$ cat config.mk
export PLATFORM = sky130hd
export DESIGN_NAME = eeprom_wdone
export DESIGN_NICKNAME = d
export VERILOG_FILES = /design/src/rtl/eeprom_wdone_pkg.sv /design/src/rtl/eeprom_wdone_timer.sv /design/src/rtl/eeprom_wdone_ctrl.sv /design/src/rtl/eeprom_wdone.sv
export SDC_FILE = /design/constraint.sdc
export NUM_CORES = 1
export LEC_CHECK = 0
export BUFFER_PORTS_ARGS = -buffer_cell sky130_fd_sc_hd__buf_2
export CORE_AREA = 2 2 67 69
export DETAILED_ROUTE_END_ITERATION = 8
export DIE_AREA = 0 0 69 71
export GPL_TIMING_DRIVEN = 1
export SYNTH_ARGS = -nofsm -noshare
export SYNTH_HDL_FRONTEND = slang
export SYNTH_HIERARCHICAL = 1
export SYNTH_SLANG_ARGS = --single-unit
$ cat constraint.sdc
create_clock -name clk -period 3.2 [get_ports clk]
set_input_delay 0.32 -clock clk [delete_from_list [all_inputs] [get_ports clk]]
set_output_delay 0.32 -clock clk [all_outputs]
set_load 0.1 [all_outputs]
$ cat src/rtl/eeprom_wdone_pkg.sv
`timescale 1ns/1ps
package eeprom_wdone_pkg;
  // 10.24 ms counted in 10 us ticks
  localparam int DELAY_TICKS = 1024;

  typedef enum logic [1:0] {
    ST_IDLE = 2'd0,
    ST_XFER = 2'd1,
    ST_WAIT = 2'd2,
    ST_POLL = 2'd3
  } state_t;

  typedef struct packed {
    logic timerRun;
    logic retryClr;
    logic retryInc;
  } strobe_t;
endpackage

$ cat src/rtl/eeprom_wdone_timer.sv
`timescale 1ns/1ps
module eeprom_wdone_timer
  import eeprom_wdone_pkg::*;
#(
  parameter int CLK_KHZ   = 200000,
  parameter int MAX_RETRY = 8
) (
  input  logic    clk,
  input  logic    rstN,
  input  strobe_t stb,
  output logic    timerExpire,
  output logic    retryLast
);
  localparam int TICK_CYC = CLK_KHZ / 100;
  localparam int PW = (TICK_CYC > 1) ? $clog2(TICK_CYC) : 1;
  localparam int DW = $clog2(DELAY_TICKS);
  localparam int RW = (MAX_RETRY > 1) ? $clog2(MAX_RETRY) : 1;

  logic [PW-1:0] presc;
  logic [DW-1:0] ticks;
  logic [RW-1:0] retry;
  logic tickNow;

  assign tickNow     = stb.timerRun && (presc == PW'(TICK_CYC - 1));
  assign timerExpire = tickNow && (ticks == DW'(DELAY_TICKS - 1));
  assign retryLast   = (retry == RW'(MAX_RETRY - 1));

  always_ff @(posedge clk) begin
    if (!rstN || !stb.timerRun) begin
      presc <= '0;
      ticks <= '0;
    end else if (tickNow) begin
      presc <= '0;
      ticks <= ticks + 1'b1;
    end else begin
      presc <= presc + 1'b1;
    end
  end

  always_ff @(posedge clk) begin
    if (!rstN || stb.retryClr) retry <= '0;
    else if (stb.retryInc)     retry <= retry + 1'b1;
  end
endmodule

$ cat src/rtl/eeprom_wdone_ctrl.sv
`timescale 1ns/1ps
module eeprom_wdone_ctrl
  import eeprom_wdone_pkg::*;
(
  input  logic    clk,
  input  logic    rstN,
  input  logic    timedWrite,
  input  logic    accessReq,
  input  logic    lastBitDone,
  input  logic    opIsWrite,
  input  logic    probeDone,
  input  logic    probeAck,
  input  logic    timerExpire,
  input  logic    retryLast,
  output strobe_t stb,
  output state_t  state,
  output logic    irqPulse,
  output logic    smiPulse,
  output logic    accessStart,
  output logic    probeStart,
  output logic    pollTimeout
);
  logic pollPend;
  logic reqPend;
  logic serve;

  assign serve = (state == ST_IDLE) && (accessReq || reqPend);

  always_comb begin
    stb.timerRun = (state == ST_WAIT);
    stb.retryClr = (state != ST_POLL);
    stb.retryInc = (state == ST_POLL) && probeDone && !probeAck;
  end

  always_ff @(posedge clk) begin
    if (!rstN) begin
      state       <= ST_IDLE;
      pollPend    <= 1'b0;
      reqPend     <= 1'b0;
      irqPulse    <= 1'b0;
      smiPulse    <= 1'b0;
      accessStart <= 1'b0;
      probeStart  <= 1'b0;
      pollTimeout <= 1'b0;
    end else begin
      irqPulse    <= 1'b0;
      smiPulse    <= 1'b0;
      accessStart <= 1'b0;
      probeStart  <= 1'b0;
      pollTimeout <= 1'b0;
      reqPend     <= (reqPend || accessReq) && !serve;
      case (state)
        ST_IDLE: if (serve) begin
          if (pollPend) begin
            state      <= ST_POLL;
            probeStart <= 1'b1;
          end else begin
            state       <= ST_XFER;
            accessStart <= 1'b1;
          end
        end
        ST_XFER: if (lastBitDone) begin
          if (opIsWrite && timedWrite) begin
            state <= ST_WAIT;
          end else begin
            state    <= ST_IDLE;
            irqPulse <= 1'b1;
            smiPulse <= 1'b1;
            pollPend <= opIsWrite;
          end
        end
        ST_WAIT: if (timerExpire) begin
          state    <= ST_IDLE;
          irqPulse <= 1'b1;
          smiPulse <= 1'b1;
        end
        ST_POLL: if (probeDone) begin
          if (probeAck) begin
            state       <= ST_XFER;
            accessStart <= 1'b1;
            pollPend    <= 1'b0;
          end else if (retryLast) begin
            state       <= ST_IDLE;
            pollTimeout <= 1'b1;
            pollPend    <= 1'b0;
          end else begin
            probeStart <= 1'b1;
          end
        end
        default: state <= ST_IDLE;
      endcase
    end
  end
endmodule

$ cat src/rtl/eeprom_wdone.sv
`timescale 1ns/1ps
module eeprom_wdone
  import eeprom_wdone_pkg::*;
#(
  parameter int CLK_KHZ   = 200000,
  parameter int MAX_RETRY = 8
) (
  input  logic clk,
  input  logic rstN,
  input  logic timedWrite,
  input  logic accessReq,
  input  logic lastBitDone,
  input  logic opIsWrite,
  input  logic probeDone,
  input  logic probeAck,
  output logic busy,
  output logic irqPulse,
  output logic smiPulse,
  output logic accessStart,
  output logic probeStart,
  output logic pollTimeout
);
  strobe_t stb;
  state_t  state;
  logic    timerExpire;
  logic    retryLast;

  eeprom_wdone_ctrl u_ctrl (
    .clk(clk), .rstN(rstN), .timedWrite(timedWrite), .accessReq(accessReq),
    .lastBitDone(lastBitDone), .opIsWrite(opIsWrite), .probeDone(probeDone),
    .probeAck(probeAck), .timerExpire(timerExpire), .retryLast(retryLast),
    .stb(stb), .state(state), .irqPulse(irqPulse), .smiPulse(smiPulse),
    .accessStart(accessStart), .probeStart(probeStart), .pollTimeout(pollTimeout)
  );

  eeprom_wdone_timer #(.CLK_KHZ(CLK_KHZ), .MAX_RETRY(MAX_RETRY)) u_timer (
    .clk(clk), .rstN(rstN), .stb(stb),
    .timerExpire(timerExpire), .retryLast(retryLast)
  );

  assign busy = (state != ST_IDLE);
endmodule

# Yosys cells after proc, flatten, opt, wreduce, memory -nomap -nowiden
# Index checks and enable logic that the tools add are counted.
# Widths: inputs -> output; s select.
[totals]
ff_bits = 32
inputBits = 8
[classes]
bitwise = 3
reduce_logical = 21
n_addsub = 3
n_mux = 31
eq_ne = 13
[op_table]
columns = ["op", "n"]
rows = [
  ["$mux 1", 18],
  ["$mux 2", 8],
  ["$add 11x1->11 const B", 1],
  ["$eq 11x11->1 const B", 1],
  ["$add 10x1->10 const B", 1],
  ["$eq 10x10->1 const B", 1],
  ["$ne 2x2->1 const B", 5],
  ["$reduce_and 5->1", 2],
  ["$pmux 1 s2", 4],
  ["$pmux 2 s4", 1],
  ["$logic_and 1x1->1", 7],
  ["$eq 2x2->1 const B", 2],
  ["$logic_not 1->1", 4],
  ["$reduce_bool 2->1", 2],
  ["$reduce_or 4->1", 1],
  ["$add 3x1->3 const B", 1],
  ["$eq 3x3->1 const B", 1],
  ["$logic_or 1x1->1", 3],
  ["$ne 3x3->1 const B", 1],
  ["$not 1->1", 3],
  ["$eq 2x1->1 const B", 1],
  ["$logic_not 2->1", 1],
  ["$ne 2x1->1 const B", 1],
  ["$reduce_or 2->1", 1],
]

# Longest topological paths before layout
[depth]
ltp_word = 5
ltp_mapped = 8

# By module
# The synthesis kept the hierarchy.
[by_module_without_submodules]
columns = ["mod", "instances", "cells_each", "area_each_um2"]
rows = [
  ["eeprom_wdone_timer", 1, 119, 1114.8],
  ["eeprom_wdone_ctrl", 1, 55, 513.0],
  ["eeprom_wdone", 1, 1, 6.3],
]

# Least setup slack after synthesis
# Ideal clock, no wire load.
[synth_timing]
path_kind = "flip-flop to flip-flop"
start = "register u_timer.presc[0]"
end = "register u_ctrl.state[0]"
path_slack_ps = 1425
stages_incl_launch_ff = 9
required_time_ps = 3128
arrival_time_ps = 1703
setup_time_ps = 72
period_less_slack_ps = 1775
path_cell_list = "dfxtp_1 ha_1 and3_1 buf_2 nand4_4 nor3_1 nor2b_1 a2111oi_4 mux2i_1"
[synth_between]
elab_chain_cells = 5
[synth_rtl]
columns = ["element", "line", "rtl"]
rows = [
  ["start, declared", "eeprom_wdone_timer.sv:19", "logic [PW-1:0] presc;"],
  ["start signal, assigned", "eeprom_wdone_timer.sv:36", "presc <= presc + 1'b1;"],
  ["$eq 11x11->1", "eeprom_wdone_timer.sv:24", "assign tickNow = stb.timerRun && (presc == PW'(TICK_CYC - 1));"],
  ["$logic_and 1x1->1", "eeprom_wdone_timer.sv:24", ""],
  ["$logic_and 1x1->1", "eeprom_wdone_timer.sv:25", "assign timerExpire = tickNow && (ticks == DW'(DELAY_TICKS - 1));"],
  ["via timerExpire", "eeprom_wdone.sv:25", "logic timerExpire;"],
  ["$ne 2x2->1 (no source line)", "n/a", ""],
  ["$reduce_and 5->1 (no source line)", "n/a", ""],
  ["end signal, assigned", "eeprom_wdone_ctrl.sv:37", "state <= ST_IDLE;"],
  ["end signal, assigned", "eeprom_wdone_ctrl.sv:55", "state <= ST_POLL;"],
  ["end signal, assigned", "eeprom_wdone_ctrl.sv:58", "state <= ST_XFER;"],
  ["end, declared", "eeprom_wdone_ctrl.sv:16", "output state_t state,"],
]
# The timed path passes the listed nets, and every way through them passes these cells.
# A chain may end at the register's enable or synchronous reset.

# Final worst setup path
# Same ends and word-level chain as after synthesis.

==> flow_summary.yaml <==
clocking:
  cts_max_level: 2
  cts_buffers: 5
  clkTransAtPathRegs_ns: 0.06
  clk_latency_ns: 0.28
  cts_tree: "yes"
  cts_resized: 0
  cts_sinks: 32
  clockBufferDepth: 2
  cts-root-buf: "clkbuf_8"
  post_cts_buffers: 0
  postCtsHoldBufs: 0
route:
  vias: 1274
  vias_per_cell: 5.29
  antenna_left: 0
  wl_per_cell_um: 12.1
  wl_um: 2930
  drc: 0
  dr.pass1.iters: 4
  drt_iter0_drc: 52
sta:
  slew_viol_final: 0
  post-route-min-period_ns: 2.04
  fmax_ghz: 0.490
  hold_violations: 0
  fin_skew_ns: 0.00270
  holdWs_ns: 0.341
  slew_headroom: 0.677
  finalSetupViolCount: 0
  period_share: 0.637
  timing.setup.tns_ns: 0
  tightest_slew_ns: 0.488
  rsz0062_at_grt: "false"
die:
  core-area_um2: 4200
  die-width_um: 69
  io_pins: 14
  num_rows: 24
  dieArea_um2: 4900
  die_h_um: 71
  start_util: 0.389
power:
  vdd_drop_max_v: 0.000278
  finalPower_mw: 1.08
  switching_share: 0.293
  leakagePower_nw: 0.733
  p_int_mw: 0.765
  power_switching_mw: 0.318
  seqPwrFrac: 0.393
  power_density_nw_per_um2: 584
  clkPwrFrac: 0.386
  comb_power_share: 0.220
layout:
  final_common_cell: "dfxtp_1"
  syn_to_final_growth_pct: 13.5
  nFillCells: 415
  final_cell_count_no_fill: 241
  layout_common_cells: "32 x dfxtp_1, 17 x nor2_1, 13 x buf_2, 13 x nand2_1, 11 x a21oi_1"
  layout-drive-gt1-share: 0.175
  seq_area_um2: 641
  num_antenna_cells: 0
  nets: 205
  multi_input_area_um2: 938
  fin_area_um2: 1850
critical_path:
  max_stage_delay_ns: 0.37
  critPathArrivalTime_ns: 2.25
  startpoint_type: "flip-flop"
  required_ns: 3.42
  crit_chain: "ha_1 -> and3_1 -> nand4_4 -> nor3_1 -> nor2b_1 -> a2111oi_4 -> mux2i_1"
  cp_top_family: "simple AND/OR/NAND/NOR gates"
  end_kind: "flip-flop"
  path_max_fanout: 7
  cp_slowest_cell: "and3_1"
  crit_type: "reg -> reg"
  cp_num_buf_inv: 0
grt:
  met3_usage: 0.0413
  grt_pass1_wl_um: 5030
  grt_pass1_vias: 1160
  grt_use_total: 0.128
  grt_antenna_before_repair: 0
  overflow: 0
  grt_start_max_net_pins: 14
  met2_usage: 0.204
  use_met1: 0.154
  gr-max-usage-layer: "met2"
logic_synthesis:
  synth_top_family_by_area: "simple AND/OR/NAND/NOR gates"
  synthSimpleGateAreaFrac: 0.297
  seq_area_frac_synth: 0.392
  synth_top_area_frac: 0.392
  synthArstFlopShare: 0
  synth_cell_types: 44
  synthMuxAreaShare: 0.0306
  syn_avg_cell_area_um2: 9.34
  syn_inst: 175
  yosys.area.top_type: "dfxtp_1"
  synth-seq-cells: 32
  synth_edf_count: 0
  syn-cell-area_um2: 1630
  yosysWarnings: 6
  synth_compound_area_frac: 0.124
  synth_fa_ha_area_frac: 0.0689
  synth_area_leaders: "dfxtp_1 39%, ha_1 6.9%, nor2_1 3.9%"
  synthesis.nets: 192
  synth-main-ff-cell: "dfxtp_1"
  synth-xor-area-share: 0.0536
placed_design:
  dp_hpwl_um: 2210
  dpl_cell_area_um2: 1730
  dpl.cell_count: 233
  portBuffers: 13
  gp_congestion: 0.824
hold_path:
  hold_path.class: "in -> reg"
flow_run:
  drv_cap: 0
status:
  status: "completed"
kinds of logic (layout without fill, tap and decap cells):
logic type,count (synthesis),count (layout)
AO/OA/AOI/OAI,29,29
buffers and inverters,12,26
multiplexers,5,5
flip-flops,32,32
XOR/XNOR,10,10
adder cells (fa/ha/maj),9,9
AND/OR/NAND/NOR,78,78
synth_stat cells (all sizes together), types with 5 or more instances:
master,count
inv,5
ha,9
dfxtp,32
and3,9
a21oi,11
nor2,17
nand3,7
xnor2,6
mux2i,5
o21ai,9
or3,6
nand2,13
power groups by stage:
stage               clock [mW]  combinational (mW)  sequential [mW]
global route             0.446               0.258            0.428
detailed placement           0               0.239            0.435
finish                   0.418               0.239            0.426
global placement             0               0.236            0.435
floorplan                    0               0.168            0.463
CTS                      0.427               0.239            0.426
through the flow:
| stage | setup slack [ns] | utilization |
|---|---|---|
| after CTS | 1.15 | 0.441 |
| final | 1.16 | 0.441 |
| after global routing | 0.929 | 0.441 |
| after detailed placement | 1.16 | 0.411 |
| after global placement | 1.26 | 0.411 |
| after floorplan | 1.43 | - |
worst register-to-register path, stage by stage (launching register included):
cell and delay (ns):
dfxtp_1 0.36, ha_1 0.21, and3_1 0.37, nand4_4 0.16, nor3_1 0.27, nor2b_1 0.11, a2111oi_4 0.27, mux2i_1 0.21
worst paths after layout:
| kind | startpoint | endpoint | slack, ns | cells after the start |
|---|---|---|---|---|
| max | u_timer/presc[0] | u_ctrl/state[0] | 1.16 | 7 |
| min | lastBitDone | u_ctrl/smiPulse | 0.34 | 3 |
| max reg2reg | u_timer/presc[0] | u_ctrl/state[0] | 1.16 | 7 |
| min reg2reg | u_timer/presc[0] | u_timer/presc[0] | 0.46 | 1 |
per-layer routing:
layer | wire length (µm) | share of wire
met3 | 111 | 0.038
met1 | 1380 | 0.47
met4 | 47 | 0.016
met5 | 0 | 0
met2 | 1390 | 0.47
state kept, by name (all words and copies together) (netlist names):
name,count
u_ctrl/smiPulse,1
u_ctrl/state,2
u_timer/ticks,10
u_ctrl/probeStart,1
u_ctrl/pollTimeout,1
u_timer/retry,3
u_ctrl/reqPend,1
u_timer/presc,11
u_ctrl/pollPend,1
u_ctrl/accessStart,1
layout make-up:
type | instances | share of cell area
Clock buffer | 7 | 0.0520
Clock inverter | 1 | 0.0162
Inverter | 5 | 0.0101
Multi-Input combinational cell | 131 | 0.506
Sequential cell | 32 | 0.345
Tap cell | 52 | 0.0351
Timing Repair Buffer | 13 | 0.0351
No activity file was read; power rests on OpenSTA's default activity.
